**config.mk**
```make
export PLATFORM = sky130hd
export DESIGN_NAME = clkdiv_select
export DESIGN_NICKNAME = d
export VERILOG_FILES = /design/src/rtl/clkdiv_pkg.sv /design/src/rtl/clkdiv_run_gate.sv /design/src/rtl/clkdiv_stage.sv /design/src/rtl/clkdiv_select.sv
export SDC_FILE = /design/constraint.sdc
export NUM_CORES = 1
export LEC_CHECK = 0
export BUFFER_PORTS_ARGS = -buffer_cell sky130_fd_sc_hd__buf_2
export CAP_MARGIN = 20
export CORE_ASPECT_RATIO = 1.75
export CORE_UTILIZATION = 50
export DETAILED_ROUTE_END_ITERATION = 10
export GPL_ROUTABILITY_DRIVEN = 0
export PLACE_DENSITY = 0.71
export RECOVER_POWER = 25
export SLEW_MARGIN = 20
export SYNTH_ARGS = -nofsm -noshare
export SYNTH_HDL_FRONTEND = slang
export SYNTH_HIERARCHICAL = 1
export SYNTH_SLANG_ARGS = --single-unit
```
**constraint.sdc**
```tcl
create_clock -name clk -period 6 [get_ports clk]
set_input_delay 0.9 -clock clk [delete_from_list [all_inputs] [get_ports clk]]
set_output_delay 0.9 -clock clk [all_outputs]
set_load 0.03 [all_outputs]
```
**src/rtl/clkdiv_pkg.sv**
```systemverilog
package clkdiv_pkg;

    // Combined select code {fsel, divsel}; group B ratio is decoded from it.
    typedef enum logic [1:0] {
        SEL_SLOW_EVEN = 2'b00,
        SEL_SLOW_WIDE = 2'b01,
        SEL_FAST_EVEN = 2'b10,
        SEL_FAST_ODD  = 2'b11
    } sel_e;

endpackage

```
**src/rtl/clkdiv_run_gate.sv**
```systemverilog
module clkdiv_run_gate (
    input  logic clk,
    input  logic mr,
    input  logic en_n,
    output logic run
);

    logic run_d, run_q;

    always_comb begin
        run_d = ~en_n;
    end

    // Falling-edge capture: the run level can only change while clk is low.
    always_ff @(negedge clk or posedge mr) begin
        if (mr) begin
            run_q <= 1'b0;
        end else begin
            run_q <= run_d;
        end
    end

    assign run = run_q;

endmodule

```
**src/rtl/clkdiv_stage.sv**
```systemverilog
module clkdiv_stage #(
    parameter int CW = 3
) (
    input  logic          clk,
    input  logic          mr,
    input  logic          adv,
    input  logic [CW-1:0] ratio_in,
    output logic          q,
    output logic [CW-1:0] ratio_cur
);

    localparam logic [CW-1:0] ONE   = 1;
    localparam logic [CW:0]   ONE_W = 1;

    typedef struct packed {
        logic [CW-1:0] cnt;
        logic [CW-1:0] ratio;   // zero means "not yet started since reset"
        logic          q;
    } st_t;

    st_t           st_d, st_q;
    logic          wrap;
    logic [CW:0]   hi_len;

    always_comb begin
        st_d   = st_q;
        wrap   = (st_q.ratio == '0) || (st_q.cnt == st_q.ratio - ONE);
        hi_len = '0;
        if (adv) begin
            if (wrap) begin
                st_d.ratio = ratio_in;
                st_d.cnt   = '0;
            end else begin
                st_d.cnt   = st_q.cnt + ONE;
            end
            hi_len = ({1'b0, st_d.ratio} + ONE_W) >> 1;
            st_d.q = ({1'b0, st_d.cnt} < hi_len);
        end
    end

    always_ff @(posedge clk or posedge mr) begin
        if (mr) begin
            st_q <= '0;
        end else begin
            st_q <= st_d;
        end
    end

    assign q         = st_q.q;
    assign ratio_cur = st_q.ratio;

    AST_HOLD_STILL: assert property (@(posedge clk) disable iff (mr)
        !adv |=> $stable(st_q)) else $error("stage moved while frozen");
    AST_CNT_BOUND: assert property (@(posedge clk) disable iff (mr)
        (st_q.ratio != '0) |-> (st_q.cnt < st_q.ratio)) else $error("count past ratio");
    AST_RATIO_AT_WRAP: assert property (@(posedge clk) disable iff (mr)
        !$stable(st_q.ratio) |-> (st_q.cnt == '0)) else $error("ratio changed mid-period");

endmodule

```
**src/rtl/clkdiv_select.sv**
```systemverilog
module clkdiv_select #(
    parameter int A_SLOW    = 2,
    parameter int B_SLOW_LO = 4,
    parameter int B_SLOW_HI = 6,
    parameter int B_FAST_LO = 2,
    parameter int B_FAST_HI = 3
) (
    input  logic clk,
    input  logic fsel,
    input  logic divsel,
    input  logic en_n,
    input  logic mr,
    output logic qa,
    output logic qb
);
    import clkdiv_pkg::*;

    localparam int MAX_AB = (A_SLOW > B_SLOW_HI) ? A_SLOW : B_SLOW_HI;
    localparam int MAX_R  = (MAX_AB > B_SLOW_LO) ? MAX_AB : B_SLOW_LO;
    localparam int CW     = $clog2(MAX_R + 1);

    localparam logic [CW-1:0] R_UNIT    = 1;
    localparam logic [CW-1:0] R_A_SLOW  = A_SLOW;
    localparam logic [CW-1:0] R_B_SL_LO = B_SLOW_LO;
    localparam logic [CW-1:0] R_B_SL_HI = B_SLOW_HI;
    localparam logic [CW-1:0] R_B_FA_LO = B_FAST_LO;
    localparam logic [CW-1:0] R_B_FA_HI = B_FAST_HI;

    logic          run;
    logic [CW-1:0] ratio_a_d, ratio_b_d;
    logic [CW-1:0] ratio_a_q, ratio_b_q;
    logic          qa_reg, qb_reg;
    logic          a_unit;

    always_comb begin
        ratio_a_d = fsel ? R_UNIT : R_A_SLOW;
        unique case (sel_e'({fsel, divsel}))
            SEL_SLOW_EVEN: ratio_b_d = R_B_SL_LO;
            SEL_SLOW_WIDE: ratio_b_d = R_B_SL_HI;
            SEL_FAST_EVEN: ratio_b_d = R_B_FA_LO;
            default:       ratio_b_d = R_B_FA_HI;
        endcase
    end

    clkdiv_run_gate u_run (
        .clk  (clk),
        .mr   (mr),
        .en_n (en_n),
        .run  (run)
    );

    clkdiv_stage #(.CW(CW)) u_grp_a (
        .clk       (clk),
        .mr        (mr),
        .adv       (run),
        .ratio_in  (ratio_a_d),
        .q         (qa_reg),
        .ratio_cur (ratio_a_q)
    );

    clkdiv_stage #(.CW(CW)) u_grp_b (
        .clk       (clk),
        .mr        (mr),
        .adv       (run),
        .ratio_in  (ratio_b_d),
        .q         (qb_reg),
        .ratio_cur (ratio_b_q)
    );

    // Divide-by-1 is the input clock ANDed with the falling-edge run level.
    assign a_unit = (ratio_a_q == R_UNIT);
    assign qa     = a_unit ? (clk & run) : qa_reg;
    assign qb     = qb_reg;

    AST_RESET_LOW: assert property (@(posedge clk)
        mr |-> (!qa && !qb)) else $error("outputs not cleared by reset");
    AST_B_RATIO_KNOWN: assert property (@(posedge clk) disable iff (mr)
        (ratio_b_q != '0) |-> (ratio_b_q == R_B_SL_LO || ratio_b_q == R_B_SL_HI ||
                               ratio_b_q == R_B_FA_LO || ratio_b_q == R_B_FA_HI))
        else $error("group B ratio outside table");

endmodule

```
==> summary.txt, run 1 <==
Outcome
  • Status: finished clean

Global routing
  • Total Routing Usage GR: 22.2%
  • Initial antenna violation count: 0
  • GRT overflow: 0
  • Vias in the first global route: 934
  • Largest net degree at the start of global routing: 18
  • First-pass GRT wire length: approximately 3800 um

Detailed routing
  • Total number of vias: 900
  • DRC violation count after routing: 0
  • DRT Wirelength: approximately 2200 um
  • Final ANT Viol Nets: 0
  • Number of DRC markers in iteration 0: 21
  • DR pass1 iterations: 4
  • Via/cell ratio: 5.63
  • WL per Instance: 13.9 um

STA
  • Setup violations, final: 0
  • Final TNS setup: 0 ns
  • Final Hold Fails: 0
  • Unrepaired setup endpoints after global routing: false
  • Skew final: 0.0128 ns
  • WHS: 0.436 ns
  • Max Slew Vio Count: 0

Layout
  • Antenna cell count: 0
  • Final core occ: about three fifths
  • Area grow syn2layout: 6.62%
  • Most frequent cells in the layout: 17 x inv_1, 14 x dfrtp_1, 12 x ha_1
  • Commonest non-fill, non-tap cell in the layout: inv_1
  • Share of layout cells above drive strength 1: approximately a fifth
  • Final net count: 154

CTS
  • Clock tree from TritonCTS: built
  • Post-cts sizing count: 0
  • Clk slew on worst S/H paths: 0.08 ns
  • Post-CTS Hold Fix Bufs: 0
  • Clock Latency Late Sink: 0.40 ns
  • Post-CTS setup buffers: 0

Placement
  • DPL Wire Length: 1760 um
  • Port Buf Inserts: 6

Floorplan
  • Die Area: 2550 um2
  • Starting Density: 54.6%
  • Num ports: 7
  • Die height: 66.1 um
  • # rows: 22
  • Die X: approximately 39 um
  • Core box area: roughly 2100 um2

Critical path
  • Crit path required time: 5.10 ns
  • Launching point of the worst reg2reg path: u_run/run$_DFF_NP0_
  • CP Launch Type: flop
  • Worst Setup SP: u_run/run$_DFF_NP0_
  • Crit Path Class: flop to output pin
  • CP peak stage delay: 0.39 ns
  • CP arrival: 4.48 ns
  • Crit path cell chain: buf_4 > nand2_1 > mux2i_1 > buf_2
  • Depth of the most critical reg-to-reg path: 3
  • Worst Setup End Kind: output pin
  • Crit-path slowest cell: dfrtn_1
  • Critical Path Fanout Max: 17

Flow run
  • Max Cap Violations: 0

Yosys
  • Syn. warnings: 6
  • Syn avg cell area: 9.38 um2
  • Cells after synthesis: 125
  • Syn Std Cell Area: 1170 um2

Min path
  • HP Class: input port to async pin
[state kept, by name, indices dropped and copies added, names as in the netlist]
register           cells
u_grp_a/st_q           3
u_grp_b/ratio_cur      3
u_grp_b/q              1
u_grp_a/ratio_cur      3
u_grp_a/q              1
u_grp_b/st_q           3
u_run/run              1
[area by class of cell]
type                    count  area (um2)
well taps                  24        30.0
flip-flops and latches     15         375
repair buffers              6        31.3
fillers                   208         897
clock buffers               8        53.8
inverters                  17        63.8
multi-input cells          90         696
[routing by layer]
layer / up-vias / part of all wire, % / global-route usage, %
met4: 0 / 1.9 / 17.2
met3: 5 / 1.9 / 6.06
met1: 446 / 37 / 21.1
met2: 10 / 59 / 37.3
li1: 439 / - / -
met5: - / 0 / 0
[through the flow]
| stage | instances | setup slack, ns | area (um2) |
|---|---|---|---|
| 5_1_grt | 160 | 0.517 | 1250 |
| 2_1_floorplan | 127 | 0.800 | 1180 |
| 3_5_place_dp | 153 | 1.12 | 1200 |
| 6_report | 160 | 0.621 | 1250 |
| 3_3_place_gp | 153 | 1.14 | 1200 |
| 4_1_cts | 160 | 0.600 | 1250 |
[worst max-delay path: cells and delay by family (launching register included)]
| kind | cells | cell delay (ns) |
|---|---|---|
| buffers and inverters | 2 | 0.44 |
| DFF | 1 | 0.39 |
| muxes | 1 | 0.15 |
| and+or+nand+nor | 1 | 0.09 |
[path summary, 6_finish.rpt]
check,end,slack [ns]
min,u_grp_b/st_q[4]$_DFFE_PP0P_,0.44
max in group asynchronous,u_run/run$_DFF_NP0_,2.67
max reg2reg,u_grp_b/ratio_cur[1]$_DFFE_PP0P_,1.87
max,qa,0.62
min in group clk,u_grp_b/st_q[5]$_DFFE_PP0P_,0.57
min reg2reg,u_grp_b/st_q[5]$_DFFE_PP0P_,0.57
Power of run 1 is left out: the tool's default activity adds up to more than one toggle a clock period on the data nets, which glitch-free logic cannot reach.
==> run 2: changes to the inputs <==
--- a/config.mk
+++ b/config.mk
@@ -5,13 +5,14 @@
 export SDC_FILE = /design/constraint.sdc
 export NUM_CORES = 1
 export LEC_CHECK = 0
+export ABC_AREA = 1
 export BUFFER_PORTS_ARGS = -buffer_cell sky130_fd_sc_hd__buf_2
 export CAP_MARGIN = 20
 export CORE_ASPECT_RATIO = 1.75
 export CORE_UTILIZATION = 50
 export DETAILED_ROUTE_END_ITERATION = 10
 export GPL_ROUTABILITY_DRIVEN = 0
-export PLACE_DENSITY = 0.71
+export PLACE_DENSITY = 0.7
 export RECOVER_POWER = 25
 export SLEW_MARGIN = 20
 export SYNTH_ARGS = -nofsm -noshare
==> summary.txt, run 2 <==
Critical path
  • Crit path required time: 5.10 ns (about the same)
  • CP arrival: 4.47 ns (about the same)
  • Crit Path Class: flop to output pin
  • Depth of the most critical reg-to-reg path: 4 (+1)
  • Critical Path Fanout Max: 11 (-6)
  • Worst Setup End Kind: output pin
  • CP Launch Type: flop

STA
  • Skew final: 0.0335 ns (+0.0207 ns)
  • WHS: 0.479 ns (+0.0429 ns)
  • Max Slew Vio Count: 0 (unchanged)
  • Final Hold Fails: 0 (unchanged)
  • Final TNS setup: 0 ns (unchanged)
  • Setup violations, final: 0 (unchanged)
  • Final WS setup: 0.630 ns (+0.00907 ns)
  • Unrepaired setup endpoints after global routing: false

CTS
  • Post-CTS Hold Fix Bufs: 0 (unchanged)
  • Clock tree from TritonCTS: built
  • Post-cts sizing count: 0 (unchanged)
  • Clock Latency Late Sink: 0.38 ns (-0.02 ns)
  • Clk slew on worst S/H paths: 0.06 ns (-0.02 ns)
  • Post-CTS setup buffers: 0 (unchanged)

Layout
  • Most frequent cells in the layout: 70 x nand2_1, 35 x inv_1, 14 x dfrtp_1
  • Commonest non-fill, non-tap cell in the layout: nand2_1
  • Area grow syn2layout: 10.2%
  • Share of layout cells above drive strength 1: 16.0% (-3.2 points)
  • Final net count: 206 (+34%)
  • Antenna cell count: 0 (unchanged)
  • Cell Count, Final, Fillers Out: 213 (+33%)

Detailed routing
  • WL per Instance: 11.2 um (-19%)
  • DRT Wirelength: 2380 um (+7.3%)
  • DRC violation count after routing: 0 (unchanged)
  • Total number of vias: 1,030 (+14%)
  • Number of DRC markers in iteration 0: 23 (+9.5%)
  • DR pass1 iterations: 4 (unchanged)
  • Final ANT Viol Nets: 0 (unchanged)
  • Via/cell ratio: 4.84 (-14%)

Floorplan
  • Die Area: 2630 um2 (+3.0%)
  • Core box area: 2270 um2 (+5.9%)
  • # rows: 23 (+4.5%)
  • Die X: 39.2 um (+1.5%)
  • Starting Density: 53.2% (-1.4 points)
  • Die height: 67.0 um (+1.5%)
  • Num ports: 7 (unchanged)

Global routing
  • Initial antenna violation count: 0 (unchanged)
  • Total Routing Usage GR: 24.8% (+2.6 points)
  • Largest net degree at the start of global routing: 12 (-6)
  • Vias in the first global route: 1,049 (+12%)
  • GRT overflow: 0 (unchanged)
  • First-pass GRT wire length: 4150 um (+9.1%)

Min path
  • HP Class: flop to flop
  • Worst Hold Depth: 2

Outcome
  • Status: finished clean

Yosys
  • Cells after synthesis: 178 (+42%)
  • Syn. warnings: 6 (unchanged)
  • Syn Std Cell Area: 1210 um2 (+3.1%)
  • Syn avg cell area: 6.79 um2 (-28%)
  • Mapped Nets: 195

Placement
  • Pre-CTS setup slack: 1.08 ns (-0.0410 ns)
  • Port Buf Inserts: 6 (unchanged)
  • DPL Wire Length: 1950 um (+11%)
  • DP Cell Count: 206 (+35%)

Flow run
  • Max Cap Violations: 0 (unchanged)
run 2: area by class of cell:
type	count	area (um2)
clock buffers	8	91.3
multi-input cells	121	664
inverters	38	143
clock inverters	1	3.75
flip-flops and latches	15	375
fillers	240	941
well taps	25	31.3
repair buffers	5	23.8
run 2: critical path: stages, from the launching register on:
cell and delay [ns]:
dfrtn_1 0.61, nand2_1 0.11, inv_1 0.07, nand3_1 0.07, nand2_1 0.05, buf_2 0.18
run 2: path summary, 6_finish.rpt:
check                                                   endpoint  slack (ns)                              from
worst max register to register             u_grp_a/q$_DFFE_PP0P_        1.55               u_run/run$_DFF_NP0_
max in group asynchronous                    u_run/run$_DFF_NP0_        2.63                                mr
worst min register to register  u_grp_b/ratio_cur[1]$_DFFE_PP0P_        0.48  u_grp_b/ratio_cur[1]$_DFFE_PP0P_
worst min-delay path            u_grp_b/ratio_cur[1]$_DFFE_PP0P_        0.48  u_grp_b/ratio_cur[1]$_DFFE_PP0P_
min in group asynchronous            u_grp_b/st_q[6]$_DFFE_PP0P_        0.49                                mr
worst max-delay path                                          qa        0.63               u_run/run$_DFF_NP0_
run 2: stage by stage:
| step | util (%) | instance area (um2) |
|---|---|---|
| floorplan | - | 1210 |
| global placement | 54.9 | 1250 |
| detailed placement | 54.9 | 1250 |
| CTS | 58.7 | 1330 |
| global route | 58.6 | 1330 |
| finish | 58.6 | 1330 |
run 2: per-layer routing:
layer | part of all wire [%] | wire, um | up-vias | track usage [%]
li1 | - | - | 552 | -
met4 | 2.5 | 59 | 0 | 22.4
met1 | 37 | 878 | 460 | 20.2
met2 | 59 | 1400 | 12 | 41.0
met5 | 0 | 0 | - | 0
met3 | 2.0 | 48 | 6 | 11.0
Power of run 2 is left out for the same reason.
==> run 3: changes to the inputs <==
--- a/config.mk
+++ b/config.mk
@@ -12,7 +12,7 @@
 export CORE_UTILIZATION = 50
 export DETAILED_ROUTE_END_ITERATION = 10
 export GPL_ROUTABILITY_DRIVEN = 0
-export PLACE_DENSITY = 0.7
+export PLACE_DENSITY = 0.73
 export RECOVER_POWER = 25
 export SLEW_MARGIN = 20
 export SYNTH_ARGS = -nofsm -noshare
==> constraint.sdc (replaced) <==
create_clock -name clk -period 4.9 [get_ports clk]
set_input_delay 0.735 -clock clk [delete_from_list [all_inputs] [get_ports clk]]
set_output_delay 0.735 -clock clk [all_outputs]
set_load 0.03 [all_outputs]
==> summary.txt, run 3 (synthesis results as in run 2) <==
Global routing
  • First-pass GRT wire length: 4280 um (+3.2%)
  • Total Routing Usage GR: 24.3% (-0.58 points)
  • M1 GR Usage: 21.5% (+1.4 points)
  • GRT overflow: 0 (unchanged)
  • Initial antenna violation count: 0 (unchanged)
  • Grt met3 use: 7.67% (-3.3 points)
  • Largest net degree at the start of global routing: 12 (unchanged)
  • Gr busiest metal: met2
  • Met2 Usage GRT: 42.1% (+1.0 points)
  • Vias in the first global route: 1,107 (+5.5%)

Floorplan
  • Num ports: 7 (unchanged)
  • Core box area: 2270 um2 (unchanged)
  • Die Area: 2630 um2 (unchanged)
  • Die X: 39.2 um (unchanged)
  • # rows: 23 (unchanged)
  • Die height: 67.0 um (unchanged)
  • Starting Density: 53.2% (unchanged)

CTS
  • Clock tree from TritonCTS: built
  • Post-CTS setup buffers: 0 (unchanged)
  • Clk slew on worst S/H paths: 0.06 ns (about the same)
  • Post-cts sizing count: 0 (unchanged)
  • Post-CTS Hold Fix Bufs: 0 (unchanged)
  • Clock Latency Late Sink: 0.38 ns (about the same)

Placement
  • DP Cell Count: 206 (unchanged)
  • DPL Wire Length: 1960 um (+0.54%)
  • Port Buf Inserts: 6 (unchanged)

Detailed routing
  • DRT Wirelength: 2340 um (-1.7%)
  • DR pass1 iterations: 4 (unchanged)
  • Total number of vias: 1,056 (+2.5%)
  • Number of DRC markers in iteration 0: 33 (+43%)
  • DRC violation count after routing: 0 (unchanged)
  • Via/cell ratio: 4.96 (+2.5%)
  • WL per Instance: 11.0 um (-1.7%)
  • Final ANT Viol Nets: 0 (unchanged)

Critical path
  • Crit path required time: 4.16 ns (-0.94 ns)
  • Crit Path Class: flop to output pin
  • Critical Path Fanout Max: 11 (unchanged)
  • Depth of the most critical reg-to-reg path: 4 (unchanged)
  • CP Launch Type: flop
  • Worst Setup End Kind: output pin
  • CP arrival: 3.91 ns (-0.56 ns)

STA
  • Final Hold Fails: 0 (unchanged)
  • Final TNS setup: 0 ns (unchanged)
  • Setup violations, final: 0 (unchanged)
  • Unrepaired setup endpoints after global routing: false
  • Max Slew Vio Count: 0 (unchanged)
  • WHS: 0.319 ns (-0.160 ns)
  • Skew final: 0.0332 ns (-0.000295 ns)

Layout
  • Commonest non-fill, non-tap cell in the layout: nand2_1
  • Cell Count, Final, Fillers Out: 213 (unchanged)
  • Area grow syn2layout: 10.2% (unchanged)
  • Final net count: 206 (unchanged)
  • Most frequent cells in the layout: 70 x nand2_1, 35 x inv_1, 14 x dfrtp_1
  • Antenna cell count: 0 (unchanged)
  • # fillers: 214 (-11%)
  • Share of layout cells above drive strength 1: 16.0% (unchanged)

Min path
  • HP Class: input port to async pin

Flow run
  • Max Cap Violations: 0 (unchanged)

Outcome
  • Status: finished clean
run 3: routing by layer:
metal | vias up | wire length (um)
met2 | 23 | 1370
met4 | 0 | 91
met5 | - | 0
li1 | 552 | -
met1 | 473 | 803
met3 | 8 | 80
run 3: area by class of cell:
class	count	area, um2	share of cell area, %
multi-input cells	121	664	49.9
flip-flops and latches	15	375	28.2
inverters	38	143	10.7
clock buffers	8	91.3	6.85
well taps	25	31.3	2.35
repair buffers	5	23.8	1.78
clock inverters	1	3.75	0.282
run 3: final timing paths:
check                      slack [ns]                                to             startpoint
max                              0.25                                qa    u_run/run$_DFF_NP0_
min                              0.32  u_grp_b/ratio_cur[1]$_DFFE_PP0P_                     mr
max reg2reg                      0.99             u_grp_b/q$_DFFE_PP0P_    u_run/run$_DFF_NP0_
min reg2reg                      0.47             u_grp_b/q$_DFFE_PP0P_  u_grp_b/q$_DFFE_PP0P_
max in group asynchronous        2.25               u_run/run$_DFF_NP0_                     mr
min in group clk                 0.47             u_grp_b/q$_DFFE_PP0P_  u_grp_b/q$_DFFE_PP0P_
run 3: worst max-delay path, stage by stage, from the launching register on:
cell	delay, ns
dfrtn_1	0.60
nand2_1	0.10
inv_1	0.07
nand3_1	0.07
nand2_1	0.06
buf_2	0.19
run 3: metrics by stage:
step | setup slack (ns) | instance area (um2) | utilization [%]
3_3_place_gp | 0.723 | 1250 | 54.9
6_report | 0.253 | 1330 | 58.6
2_1_floorplan | 0.781 | 1210 | -
3_5_place_dp | 0.704 | 1250 | 54.9
5_1_grt | 0.125 | 1330 | 58.6
4_1_cts | 0.227 | 1330 | 58.7
Power of run 3 is left out for the same reason.
